File: src/rtl/epbuf_pkg.sv
package epbuf_pkg;
   typedef enum logic [1:0] {
      OP_ENABLE = 2'd0,
      OP_ALLOC  = 2'd1,
      OP_GEOM   = 2'd2,
      OP_ATTR   = 2'd3
   } wr_op_e;
endpackage

File: src/rtl/epbuf_ep_slot.sv
module epbuf_ep_slot
   import epbuf_pkg::*;
#(
   parameter int SIZE_W = 3,
   parameter int BANK_W = 2,
   parameter int ATTR_W = 8
) (
   input  logic              clk,
   input  logic              rst_n,
   input  logic              hit,
   input  wr_op_e            op,
   input  logic [ATTR_W-1:0] data,
   output logic              en_o,
   output logic              alloc_o,
   output logic [SIZE_W-1:0] size_o,
   output logic [BANK_W-1:0] bank_o,
   output logic [ATTR_W-1:0] attr_o
);
   always_ff @(posedge clk) begin
      if (!rst_n) begin
         en_o    <= 1'b0;
         alloc_o <= 1'b0;
         size_o  <= '0;
         bank_o  <= '0;
         attr_o  <= '0;
      end else if (hit) begin
         case (op)
            OP_ENABLE: en_o    <= data[0];
            OP_ALLOC:  alloc_o <= data[0];
            OP_GEOM: begin
               size_o <= data[SIZE_W-1:0];
               bank_o <= data[SIZE_W +: BANK_W];
            end
            default:   attr_o  <= data;
         endcase
      end
   end


   enable_keeps_cfg_chk: assert property (@(posedge clk) disable iff (!rst_n)
      (hit && op == OP_ENABLE) |=> ($stable(alloc_o) && $stable(size_o) &&
                                    $stable(bank_o) && $stable(attr_o)));
endmodule

File: src/rtl/epbuf_win_track.sv
module epbuf_win_track #(
   parameter int NUM_EP = 6,
   parameter int EP_W   = 3,
   parameter int BASE_W = 15,
   parameter int LEN_W  = 12
) (
   input  logic                           clk,
   input  logic                           rst_n,
   input  logic                           ev_set,
   input  logic                           ev_clr,
   input  logic [EP_W-1:0]                ev_ep,
   input  logic [LEN_W-1:0]               new_len,
   input  logic [NUM_EP-1:0]              alloc_i,
   output logic [NUM_EP-1:0][BASE_W-1:0]  base_q,
   output logic [NUM_EP-1:0][LEN_W-1:0]   len_q
);
   logic [BASE_W-1:0] low_end;
   logic [BASE_W-1:0] new_end;
   logic [BASE_W-1:0] cur_base;

   always_comb begin
      low_end  = '0;
      cur_base = '0;
      for (int m = 0; m < NUM_EP; m++) begin
         if (m < int'(ev_ep) && alloc_i[m])
            low_end = base_q[m] + BASE_W'(len_q[m]);
         if (m == int'(ev_ep))
            cur_base = base_q[m];
      end
      new_end = low_end + BASE_W'(new_len);
   end

   always_ff @(posedge clk) begin
      if (!rst_n) begin
         for (int i = 0; i < NUM_EP; i++) begin
            base_q[i] <= '0;
            len_q[i]  <= '0;
         end
      end else begin
         for (int i = 0; i < NUM_EP; i++) begin
            if (ev_set && i == int'(ev_ep)) begin
               base_q[i] <= low_end;
               len_q[i]  <= new_len;
            end else if (ev_clr && i == int'(ev_ep)) begin
               base_q[i] <= '0;
               len_q[i]  <= '0;
            end else if (i == int'(ev_ep) + 1 && alloc_i[i]) begin
               if (ev_set)
                  base_q[i] <= new_end;
               else if (ev_clr)
                  base_q[i] <= cur_base;
            end
         end
      end
   end


   first_at_zero_chk: assert property (@(posedge clk) disable iff (!rst_n)
      (ev_set && ev_ep == '0) |=> (base_q[0] == '0));

   for (genvar g = 0; g < NUM_EP; g++) begin : g_chk

      far_stays_chk: assert property (@(posedge clk) disable iff (!rst_n)
         ((ev_set || ev_clr) && (g < int'(ev_ep) || g > int'(ev_ep) + 1))
         |=> $stable(base_q[g]));
      if (g > 0) begin : g_nb

         slide_up_chk: assert property (@(posedge clk) disable iff (!rst_n)
            (ev_set && int'(ev_ep) == g - 1 && alloc_i[g])
            |=> (base_q[g] == base_q[g-1] + BASE_W'(len_q[g-1])));

         slide_down_chk: assert property (@(posedge clk) disable iff (!rst_n)
            (ev_clr && int'(ev_ep) == g - 1 && alloc_i[g])
            |=> (base_q[g] == $past(base_q[g-1])));
      end
   end
endmodule

File: src/rtl/epbuf_overlap.sv
module epbuf_overlap #(
   parameter int NUM_EP    = 6,
   parameter int BASE_W    = 15,
   parameter int LEN_W     = 12,
   parameter int RAM_BYTES = 4096
) (
   input  logic                          clk,
   input  logic                          rst_n,
   input  logic [NUM_EP-1:0]             alloc_i,
   input  logic [NUM_EP-1:0][BASE_W-1:0] base_i,
   input  logic [NUM_EP-1:0][LEN_W-1:0]  len_i,
   output logic [NUM_EP-1:0]             conflict_o,
   output logic [NUM_EP-1:0]             overflow_o
);
   localparam int END_W = BASE_W + 1;

   logic [NUM_EP-1:0][END_W-1:0] end_a;

   for (genvar i = 0; i < NUM_EP; i++) begin : g_end
      assign end_a[i] = END_W'(base_i[i]) + END_W'(len_i[i]);
      assign overflow_o[i] = alloc_i[i] && (end_a[i] > END_W'(RAM_BYTES));
   end

   always_comb begin
      conflict_o = '0;
      for (int i = 0; i < NUM_EP; i++) begin
         for (int j = 0; j < NUM_EP; j++) begin
            if (i != j && alloc_i[i] && alloc_i[j] &&
                END_W'(base_i[i]) < end_a[j] && END_W'(base_i[j]) < end_a[i])
               conflict_o[i] = 1'b1;
         end
      end
   end


   pair_conflict_chk: assert property (@(posedge clk) disable iff (!rst_n)
      $countones(conflict_o) != 1);

   idle_no_conflict_chk: assert property (@(posedge clk) disable iff (!rst_n)
      ((conflict_o & ~alloc_i) == '0));

   overflow_alloc_chk: assert property (@(posedge clk) disable iff (!rst_n)
      ((overflow_o & ~alloc_i) == '0));
endmodule

File: src/rtl/epbuf_window_alloc.sv
module epbuf_window_alloc
   import epbuf_pkg::*;
#(
   parameter int NUM_EP    = 6,
   parameter int RAM_BYTES = 4096,
   parameter int MIN_SIZE  = 8,
   parameter int SIZE_W    = 3,
   parameter int BANK_W    = 2,
   parameter int MAX_BANKS = 3,
   parameter int ATTR_W    = 8,
   localparam int EP_W     = $clog2(NUM_EP),
   localparam int MAX_LEN  = (MIN_SIZE << ((1 << SIZE_W) - 1)) * MAX_BANKS,
   localparam int LEN_W    = $clog2(MAX_LEN + 1),
   localparam int BASE_W   = $clog2(NUM_EP * MAX_LEN + 1)
) (
   input  logic                        clk,
   input  logic                        rst_n,
   input  logic                        wr_en,
   input  logic [EP_W-1:0]             wr_ep,
   input  logic [1:0]                  wr_op,
   input  logic [ATTR_W-1:0]           wr_data,
   output logic [NUM_EP-1:0]           ep_en,
   output logic [NUM_EP-1:0]           ep_alloc,
   output logic [NUM_EP*SIZE_W-1:0]    ep_size,
   output logic [NUM_EP*BANK_W-1:0]    ep_bank,
   output logic [NUM_EP*ATTR_W-1:0]    ep_attr,
   output logic [NUM_EP*BASE_W-1:0]    win_base,
   output logic [NUM_EP*LEN_W-1:0]     win_len,
   output logic [NUM_EP-1:0]           conflict,
   output logic [NUM_EP-1:0]           overflow
);
   if (NUM_EP < 2) begin : g_bad_num
      $error("epbuf_window_alloc: NUM_EP must be at least 2");
   end
   if (SIZE_W + BANK_W > ATTR_W) begin : g_bad_geom
      $error("epbuf_window_alloc: geometry fields do not fit the data byte");
   end
   if (MAX_BANKS < 1 || MAX_BANKS > (1 << BANK_W)) begin : g_bad_bank
      $error("epbuf_window_alloc: MAX_BANKS out of range for BANK_W");
   end

   wr_op_e op;
   assign op = wr_op_e'(wr_op);

   logic [NUM_EP-1:0][SIZE_W-1:0] size_a;
   logic [NUM_EP-1:0][BANK_W-1:0] bank_a;
   logic [NUM_EP-1:0][ATTR_W-1:0] attr_a;
   logic [NUM_EP-1:0][BASE_W-1:0] base_a;
   logic [NUM_EP-1:0][LEN_W-1:0]  len_a;

   for (genvar i = 0; i < NUM_EP; i++) begin : g_slot
      epbuf_ep_slot #(
         .SIZE_W(SIZE_W), .BANK_W(BANK_W), .ATTR_W(ATTR_W)
      ) u_slot (
         .clk     (clk),
         .rst_n   (rst_n),
         .hit     (wr_en && int'(wr_ep) == i),
         .op      (op),
         .data    (wr_data),
         .en_o    (ep_en[i]),
         .alloc_o (ep_alloc[i]),
         .size_o  (size_a[i]),
         .bank_o  (bank_a[i]),
         .attr_o  (attr_a[i])
      );
   end

   logic              cur_alloc;
   logic [SIZE_W-1:0] cur_size;
   logic [BANK_W-1:0] cur_bank;

   always_comb begin
      cur_alloc = 1'b0;
      cur_size  = '0;
      cur_bank  = '0;
      for (int i = 0; i < NUM_EP; i++) begin
         if (int'(wr_ep) == i) begin
            cur_alloc = ep_alloc[i];
            cur_size  = size_a[i];
            cur_bank  = bank_a[i];
         end
      end
   end

   logic ep_ok, ev_set, ev_clr;
   assign ep_ok  = int'(wr_ep) < NUM_EP;
   assign ev_set = wr_en && ep_ok && op == OP_ALLOC &&  wr_data[0] && !cur_alloc;
   assign ev_clr = wr_en && ep_ok && op == OP_ALLOC && !wr_data[0] &&  cur_alloc;

   logic [LEN_W-1:0] unit_len;
   logic [LEN_W-1:0] new_len;
   assign unit_len = LEN_W'(MIN_SIZE) << cur_size;

   if (MAX_BANKS == 1) begin : g_single_bank
      assign new_len = unit_len;
   end else begin : g_multi_bank
      logic [LEN_W-1:0] bank_cnt;
      always_comb begin
         if (int'(cur_bank) >= MAX_BANKS - 1)
            bank_cnt = LEN_W'(MAX_BANKS);
         else
            bank_cnt = LEN_W'(cur_bank) + LEN_W'(1);
      end
      assign new_len = LEN_W'(unit_len * bank_cnt);
   end

   epbuf_win_track #(
      .NUM_EP(NUM_EP), .EP_W(EP_W), .BASE_W(BASE_W), .LEN_W(LEN_W)
   ) u_track (
      .clk     (clk),
      .rst_n   (rst_n),
      .ev_set  (ev_set),
      .ev_clr  (ev_clr),
      .ev_ep   (wr_ep),
      .new_len (new_len),
      .alloc_i (ep_alloc),
      .base_q  (base_a),
      .len_q   (len_a)
   );

   epbuf_overlap #(
      .NUM_EP(NUM_EP), .BASE_W(BASE_W), .LEN_W(LEN_W), .RAM_BYTES(RAM_BYTES)
   ) u_overlap (
      .clk        (clk),
      .rst_n      (rst_n),
      .alloc_i    (ep_alloc),
      .base_i     (base_a),
      .len_i      (len_a),
      .conflict_o (conflict),
      .overflow_o (overflow)
   );

   assign ep_size  = size_a;
   assign ep_bank  = bank_a;
   assign ep_attr  = attr_a;
   assign win_base = base_a;
   assign win_len  = len_a;


   idle_layout_chk: assert property (@(posedge clk) disable iff (!rst_n)
      !wr_en |=> ($stable(win_base) && $stable(win_len)));

   geom_no_move_chk: assert property (@(posedge clk) disable iff (!rst_n)
      (wr_en && op == OP_GEOM) |=> ($stable(win_base) && $stable(win_len)));
endmodule

File: config.mk
export PLATFORM = sky130hd
export DESIGN_NAME = epbuf_window_alloc
export DESIGN_NICKNAME = d
export VERILOG_FILES = /design/src/rtl/epbuf_pkg.sv /design/src/rtl/epbuf_ep_slot.sv /design/src/rtl/epbuf_win_track.sv /design/src/rtl/epbuf_overlap.sv /design/src/rtl/epbuf_window_alloc.sv
export SDC_FILE = /design/constraint.sdc
export NUM_CORES = 1
export LEC_CHECK = 0
export BUFFER_PORTS_ARGS = -buffer_cell sky130_fd_sc_hd__buf_4
export CAP_MARGIN = 15
export CORE_MARGIN = 2
export CORE_UTILIZATION = 35
export CTS_BUF_LIST = sky130_fd_sc_hd__clkbuf_4 sky130_fd_sc_hd__clkbuf_8
export DETAILED_ROUTE_END_ITERATION = 7
export SETUP_SLACK_MARGIN = 0.15
export SLEW_MARGIN = 20
export SYNTH_ARGS = -nofsm -noshare
export SYNTH_HDL_FRONTEND = slang
export SYNTH_SLANG_ARGS = --single-unit
File: constraint.sdc
create_clock -name clk -period 8.6 [get_ports clk]
set_input_delay 0.86 -clock clk [delete_from_list [all_inputs] [get_ports clk]]
set_output_delay 0.86 -clock clk [all_outputs]
set_load 0.02 [all_outputs]
# Word level (Yosys, flattened, before mapping)
# Cells that the tools add are included.
[word_totals] regBits=252 latch_bits=0 mem_bits_rw=0 rom_bits=0 input_bits=16 output_inout_bits=264 elab_cells=385 n_memories=0
[op_classes] n_addsub=15 mul=1 div=0 n_lt_le_gt_ge=44 n_eq_ne=17 shift=1 mux=93 n_bitwise=1 n_reduce_logical=171
[ops] op="$lt 15x16->1" count=30
[ops] op="$mux 15" count=32
[ops] op="$mux 12" count=12
[ops] op="$logic_and 1x1->1" count=117
[ops] op="$add 15x12->15" count=7
[ops] op="$add 15x12->16" count=6
[ops] op="$gt 16x13->1 const B" count=6
[ops] op="$eq 3x32->1 const A" count=2
[ops] op="$eq 4x32->1 const A" count=2
[ops] op="$reduce_and 2->1" count=30
[ops] op="$mux 1" count=36
[ops] op="$eq 2x32->1 const A" count=1
[ops] op="$logic_not 32->1" count=1
[ops] op="$reduce_bool 4->1" count=6
[ops] op="$mux 3" count=7
[ops] op="$reduce_bool 3->1" count=6
[ops] op="$eq 3x3->1 const A" count=4
[ops] op="$eq 3x3->1 const B" count=4
[ops] op="$mul 12x12->12" count=1
[ops] op="$mux 2" count=6
[ops] op="$reduce_bool 2->1" count=6
[ops] op="$shl 4x3->12 const A" count=1
[ops] op="$lt 1x3->1 const A" count=2
[ops] op="$lt 2x3->1 const A" count=2
[ops] op="other kinds (14)" count=16

# Logic depth before layout (Yosys ltp)
[logic_depth] depth_word=15 mapped_depth=30 mapped_depth_nobuf=26

# Modules after synthesis
# A second synthesis with hierarchy kept.
[unflattened] hier_cells=3653 area_unflattened_um2=29559.6
[by_module_without_submodules] module="epbuf_win_track" n_inst=1 cells_per_inst=1624 area_per_inst_um2=12562.0 seq_area_each_um2=3243.1
[by_module_without_submodules] module="epbuf_overlap" n_inst=1 cells_per_inst=1527 area_per_inst_um2=12449.4 seq_area_each_um2=0.0
[by_module_without_submodules] module="epbuf_ep_slot" n_inst=6 cells_per_inst=60 area_per_inst_um2=591.8 seq_area_each_um2=300.3
[by_module_without_submodules] module="epbuf_window_alloc" n_inst=1 cells_per_inst=142 area_per_inst_um2=997.2 seq_area_each_um2=0.0

# Worst setup path after synthesis
# OpenSTA, ideal clock, no wires.
[synth_path] path_type="input to register" start="input wr_ep[0]" end="register u_track.base_q[14] (netlist name)" setup_time_ps=120 arrival_ps=6754 required_ps=8480 slack_ps=1726 path_stages=29 n_path_buf=7 path_cell_list="buf_6 > buf_4 > buf_4 > and2_1 > ha_1 > buf_2 > clkbuf_1 > clkbuf_1 > clkbuf_1 > o311ai_0 > and2_1 > nand2_1 > fa_1 > inv_1 > ha_1 > inv_1 > fa_1 > nor2b_1 > o21a_1 > o21ai_0 > a311oi_1 > xor2_2 > inv_2 > ha_1 > a21o_1 > nor3_1 > or4b_4 > mux2_4 > o31a_1"
[synth_between] elab_chain_len=15 word_cells_on_any_way=80 cone_classes="add/sub: 3; mul: 1; order compare: 8; eq/ne: 10; shift: 1; mux: 36; reduce/logical: 21"
[synth_rtl] item="start, declared" line="epbuf_window_alloc.sv:19" text="input logic [EP_W-1:0] wr_ep,"
[synth_rtl] item="$logic_not 3->1"
[synth_rtl] item="$mux 2 (6 in a row)" line="epbuf_window_alloc.sv:77" text="if (int'(wr_ep) == i) begin"
[synth_rtl] item="$add 2x1->3 / $ge 2x2->1 (equally long branches)" line="epbuf_window_alloc.sv:102, epbuf_window_alloc.sv:99"
[synth_rtl] item="$mux 3" line="epbuf_window_alloc.sv:99" text="if (int'(cur_bank) >= MAX_BANKS - 1)"
[synth_rtl] item="$mul 12x12->12" line="epbuf_window_alloc.sv:104" text="assign new_len = LEN_W'(unit_len * bank_cnt);"
[synth_rtl] item="$add 15x12->15" line="epbuf_win_track.sv:30" text="new_end = low_end + BASE_W'(new_len);"
[synth_rtl] item="$mux 15" line="epbuf_win_track.sv:48" text="if (ev_set)"
[synth_rtl] item="$mux 15" line="epbuf_win_track.sv:47" text="end else if (i == int'(ev_ep) + 1 && alloc_i[i]) begin"
[synth_rtl] item="$mux 15" line="epbuf_win_track.sv:44" text="end else if (ev_clr && i == int'(ev_ep)) begin"
[synth_rtl] item="$mux 15" line="epbuf_win_track.sv:41" text="if (ev_set && i == int'(ev_ep)) begin"
[synth_rtl] item="end signal, assigned by index" line="epbuf_win_track.sv:42" text="base_q[i] <= low_end;"
[synth_rtl] item="end signal, assigned by index" line="epbuf_win_track.sv:49" text="base_q[i] <= new_end;"
[synth_rtl] item="end signal, assigned by index" line="epbuf_win_track.sv:51" text="base_q[i] <= cur_base;"
[synth_rtl] item="end, declared" line="epbuf_win_track.sv:14" text="output logic [NUM_EP-1:0][BASE_W-1:0] base_q,"
# Several ways; a longest one is shown, not always the timed one. The select of a mux whose other input is x is not followed.
# A chain may end at the register's enable or synchronous reset.

# Worst setup path in the final report
[layout_path] start="input wr_ep[0]" end="register u_track.base_q[70] (netlist name)"
[layout_between] elab_chain_len=15 word_cells_on_any_way=80 cone_classes="add/sub: 3; mul: 1; order compare: 8; eq/ne: 11; shift: 1; mux: 36; reduce/logical: 20"
[layout_rtl] item="$logic_not 3->1" line="epbuf_win_track.sv:27, epbuf_window_alloc.sv:77"
[layout_rtl] item="$mux 2 (6 in a row)" line="epbuf_window_alloc.sv:77"
[layout_rtl] item="$add 2x1->3 / $ge 2x2->1 (equally long branches)" line="epbuf_window_alloc.sv:102, epbuf_window_alloc.sv:99"
[layout_rtl] item="$mux 3" line="epbuf_window_alloc.sv:99"
[layout_rtl] item="$mul 12x12->12" line="epbuf_window_alloc.sv:104"
[layout_rtl] item="$add 15x12->15" line="epbuf_win_track.sv:30"
[layout_rtl] item="$mux 15" line="epbuf_win_track.sv:48"
[layout_rtl] item="$mux 15" line="epbuf_win_track.sv:47"
[layout_rtl] item="$mux 15" line="epbuf_win_track.sv:44"
[layout_rtl] item="$mux 15" line="epbuf_win_track.sv:41"
# Several ways; a longest one is shown, not always the timed one. The select of a mux whose other input is x is not followed.

==> run_results.csv <==
group,metric,value,unit
floorplanning,die_w,273.3,µm
final_layout,layout-drive-gt1-share,0.1526,
clock_tree,clk_latency,580,ps
floorplanning,initial_utilization,0.3545,
worst_setup_path,ff2ff_path_depth,17,
final_layout,layout.nets,3861,
drt,wire_per_inst,28.43,µm
final_layout,fillers,7402,
synth,synth_top_area_cell,"ha_1",
final_layout,num_antenna_cells,0,
pwr,p_comb_frac,0.148,
worst_setup_path,required,9070,ps
pwr,swShare,0.2905,
pwr,p_per_area,86.45,nW/µm²
drt,drc,0,
sta,fin_crit,6972,ps
clock_tree,cts_hold_buf,0,
sta,drv_slew,0,
synth,ys_seq_area_frac,0.1845,
worst_setup_path,reg2reg_slack,2060,ps
sta,setup_viol_count_final,0,
final_layout,multi_input_area,19630,µm²
synth,synth_edf_count,0,
drt,firstDrtPassIters,6,
global_routing,track_usage,0.3162,
synth,ys_ff_latch,234,
sta,tns,0,ps
global_routing,grt_max_degree,83,
clock_tree,post_cts_buffers,0,
worst_setup_path,critPathBufInv,5,
global_routing,antenna_found_initial,2,
clock_tree,cts_buffers,39,
global_routing,grt_first_pass_wirelength,175100,µm
synth,synth_ff_type,"dfxtp_1",
synth,yosysWarnings,0,
global_routing,grt_pass1_vias,25180,
sta,clock.fmax,0.1434,GHz
final_layout,final_util,0.4105,
synth,syn_area,25380,µm²
worst_setup_path,worstPathArrival,7440,ps
clock_tree,cts-root-buf,"clkbuf_8",
worst_setup_path,start_kind,"input pin",
final_layout,seq_area,4684,µm²
worst_setup_path,cp-endpoint,"u_track.base_q[70]$_SDFFE_PN0P_",
synth,post-synth-top-area-fraction,0.2420,
synth,synthXorXnorAreaFrac,0.02134,
synth,synthArstFlopShare,0,
global_routing,gr-usage-met1,0.4024,
synth,ys_top_cells_by_count,"ha_1, nand2_1, dfxtp_1, a21oi_1, o21ai_0",
placement,port_buffers,261,
synth,yosysMostFrequentCell,"ha_1",
final_layout,syn2layout_area_growth,15.80,%
synth,synth_mux_area_frac,0.02770,
sta,rsz0062_at_grt,"no",
sta,hold_viol_final,0,
synth,yosys.area_share.simple,0.1682,
sta,relSlewSlack,0.1625,
worst_setup_path,r2r_start,"u_track.base_q[48]$_SDFFE_PN0P_",
global_routing,gr-usage-met2,0.4696,
pwr,ir_drop,0.1287,mV
sta,period_share,0.8107,
floorplanning,dieArea,74700,µm²
global_routing,grt_util_met3,0.09175,
drt,vias,26950,
global_routing,grt_overflow,0,
clock_tree,cts_tree,"done",
clock_tree,clockBufferDepth,3,
placement,dpl.hpwl,91890,µm
worst_setup_path,criticalPathCategory,"in2reg",
synth,synth_compound_area_frac,0.2981,
floorplanning,num_rows,98,
worst_setup_path,crit_path_start,"wr_ep[0]",
synth,synth_top_family_by_area,"compound AO/OA/AOI/OAI gates",
drt,drt.antenna.violating_nets,0,
pwr,p_leak,12.92,nW
global_routing,gr-max-usage-layer,"met2",
worst_setup_path,regToRegEndpoint,"u_track.base_q[70]$_SDFFE_PN0P_",
clock_tree,cts.sinks,234,
floorplanning,pin_count,280,
worst_setup_path,critical_path.max_stage_delay,590,ps
synth,post_synth.cell_area_avg,8.218,µm²
min_path,hold_path.class,"reg2reg",
worst_setup_path,path_depth,27,
synth,synthCells,3089,
pwr,power.switching,0.7382,mW
pwr,p_int,1.803,mW
worst_setup_path,cp_top_family,"compound AO/OA/AOI/OAI gates",
clock_tree,htree_levels,2,
clock_tree,clk_pin_slew,60,ps
pwr,p_clk_frac,0.418,
worst_setup_path,critPathSlowestCell,"a31oi_1",
drt,via_per_inst,6.242,
drt,drtIter0Drc,3297,
sta,worst_slew_pin_slew,1247,ps
floorplanning,core,71610,µm²
flow_run,maxCapViolations,0,
clock_tree,cts_resized,0,
synth,synth_area_leaders,"ha_1, dfxtp_1, a21oi_1",
worst_setup_path,cp_max_fo,33,
synth,synth-adder-area-share,0.2531,
drt,drt_wl_total,122800,µm
status,status,"finished clean",
placement,gp_congestion,1.044,
floorplanning,die_h,273.3,µm
synth,synthDistinctLibCells,91,
worst_setup_path,endpoint_kind,"flip-flop",
pwr,p_seq_frac,0.434,
sta,fin_skew,44.40,ps
==> power groups by stage <==
stage                     Combinational [mW]  Sequential, mW  Clock (mW)
after detailed placement               0.363            1.13           0
final                                  0.376            1.10        1.06
after floorplan                        0.238            1.13           0
after global placement                 0.361            1.13           0
after global routing                   0.399            1.10        1.12
after CTS                              0.365            1.10        1.07
==> routing by layer <==
| metal | share of wire | vias to the layer above | wire (µm) |
|---|---|---|---|
| met2 | 0.41 | 1717 | 50190 |
| met3 | 0.12 | 421 | 15260 |
| met4 | 0.075 | 2 | 9147 |
| li1 | - | 12100 | - |
| met5 | 0.00016 | - | 20 |
| met1 | 0.39 | 12710 | 48130 |
==> cell type report <==
cell class	instances	area share
clock buffer	61	0.02558
clock inverter	8	0.002469
inverter	102	0.01303
multi-input combinational	2606	0.6678
sequential	234	0.1594
tap	950	0.04044
timing repair buffer	357	0.09130
==> state kept, by name (all words and copies together) (netlist names) <==
| register | flops |
|---|---|
| g_slot.u_slot.size_o | 18 |
| g_slot.u_slot.attr_o | 48 |
| u_track.base_q | 90 |
| g_slot.u_slot.en_o | 6 |
| u_track.len_q | 54 |
| g_slot.u_slot.bank_o | 12 |
| g_slot.u_slot.alloc_o | 6 |
==> worst min path at each step <==
stage	cells past startpoint	to	slack, ps	startpoint
3_5_place_dp	2	g_slot[4].u_slot.attr_o[3]$_SDFFE_PN0P_	460	g_slot[4].u_slot.attr_o[3]$_SDFFE_PN0P_
2_1_floorplan	2	g_slot[0].u_slot.en_o$_SDFFE_PN0P_	440	g_slot[0].u_slot.en_o$_SDFFE_PN0P_
4_1_cts	2	g_slot[4].u_slot.attr_o[3]$_SDFFE_PN0P_	470	g_slot[4].u_slot.attr_o[3]$_SDFFE_PN0P_
6_report	2	g_slot[4].u_slot.attr_o[3]$_SDFFE_PN0P_	470	g_slot[4].u_slot.attr_o[3]$_SDFFE_PN0P_
3_3_place_gp	2	g_slot[5].u_slot.en_o$_SDFFE_PN0P_	450	g_slot[5].u_slot.en_o$_SDFFE_PN0P_
5_1_grt	2	g_slot[4].u_slot.attr_o[3]$_SDFFE_PN0P_	490	g_slot[4].u_slot.attr_o[3]$_SDFFE_PN0P_
==> worst min-delay path: cells and delay by family (launching register included) <==
| kind | cells | cell delay, ps |
|---|---|---|
| AO/OA/AOI/OAI | 1 | 60 |
| flip-flops | 1 | 310 |
| AND/OR/NAND/NOR | 1 | 50 |
==> logic make-up after synthesis <==
kind of cell               Yosys count
AOI/OAI and AO/OA                 1097
buffers and inverters              271
and+or+nand+nor                    851
adders and majority gates          505
muxes                               68
DFF                                234
other                                2
xor gates and xnor gates            61
==> layout by cell type (no fill, tap or decap), types with 25 or more instances in the layout <==
| master | count |
|---|---|
| ha_1 | 491 |
| buf_4 | 356 |
| nand2_1 | 259 |
| dfxtp_1 | 234 |
| a21oi_1 | 227 |
| o21ai_0 | 218 |
| nor2_1 | 157 |
| a21o_1 | 151 |
| nor2b_1 | 123 |
| inv_1 | 100 |
| a21boi_0 | 61 |
| mux2i_1 | 59 |
| nand2b_1 | 58 |
| a22oi_1 | 52 |
| nand3_1 | 50 |
| clkbuf_8 | 47 |
| o221a_2 | 41 |
| nor3_1 | 39 |
| o21a_1 | 39 |
| o211ai_1 | 39 |
| a211oi_1 | 37 |
| xor2_1 | 32 |
| nand4_1 | 31 |
| xnor2_1 | 27 |
| and2_1 | 25 |
==> stage by stage <==
stage               cells  cell area [µm²]  setup slack (ps)  power, mW  hold WS [ps]
CTS                  4318            29390              1710      2.543         467.5
global placement     4248            28550              1219      1.487         451.6
detailed placement   4249            28560              1100      1.490         458.4
finish               4318            29390              1628      2.541         465.9
floorplan            3111            25470              1726      1.366         443.8
global route         4318            29390              1294      2.620         487.7
Note: power is estimated with default switching activity, not from simulation.
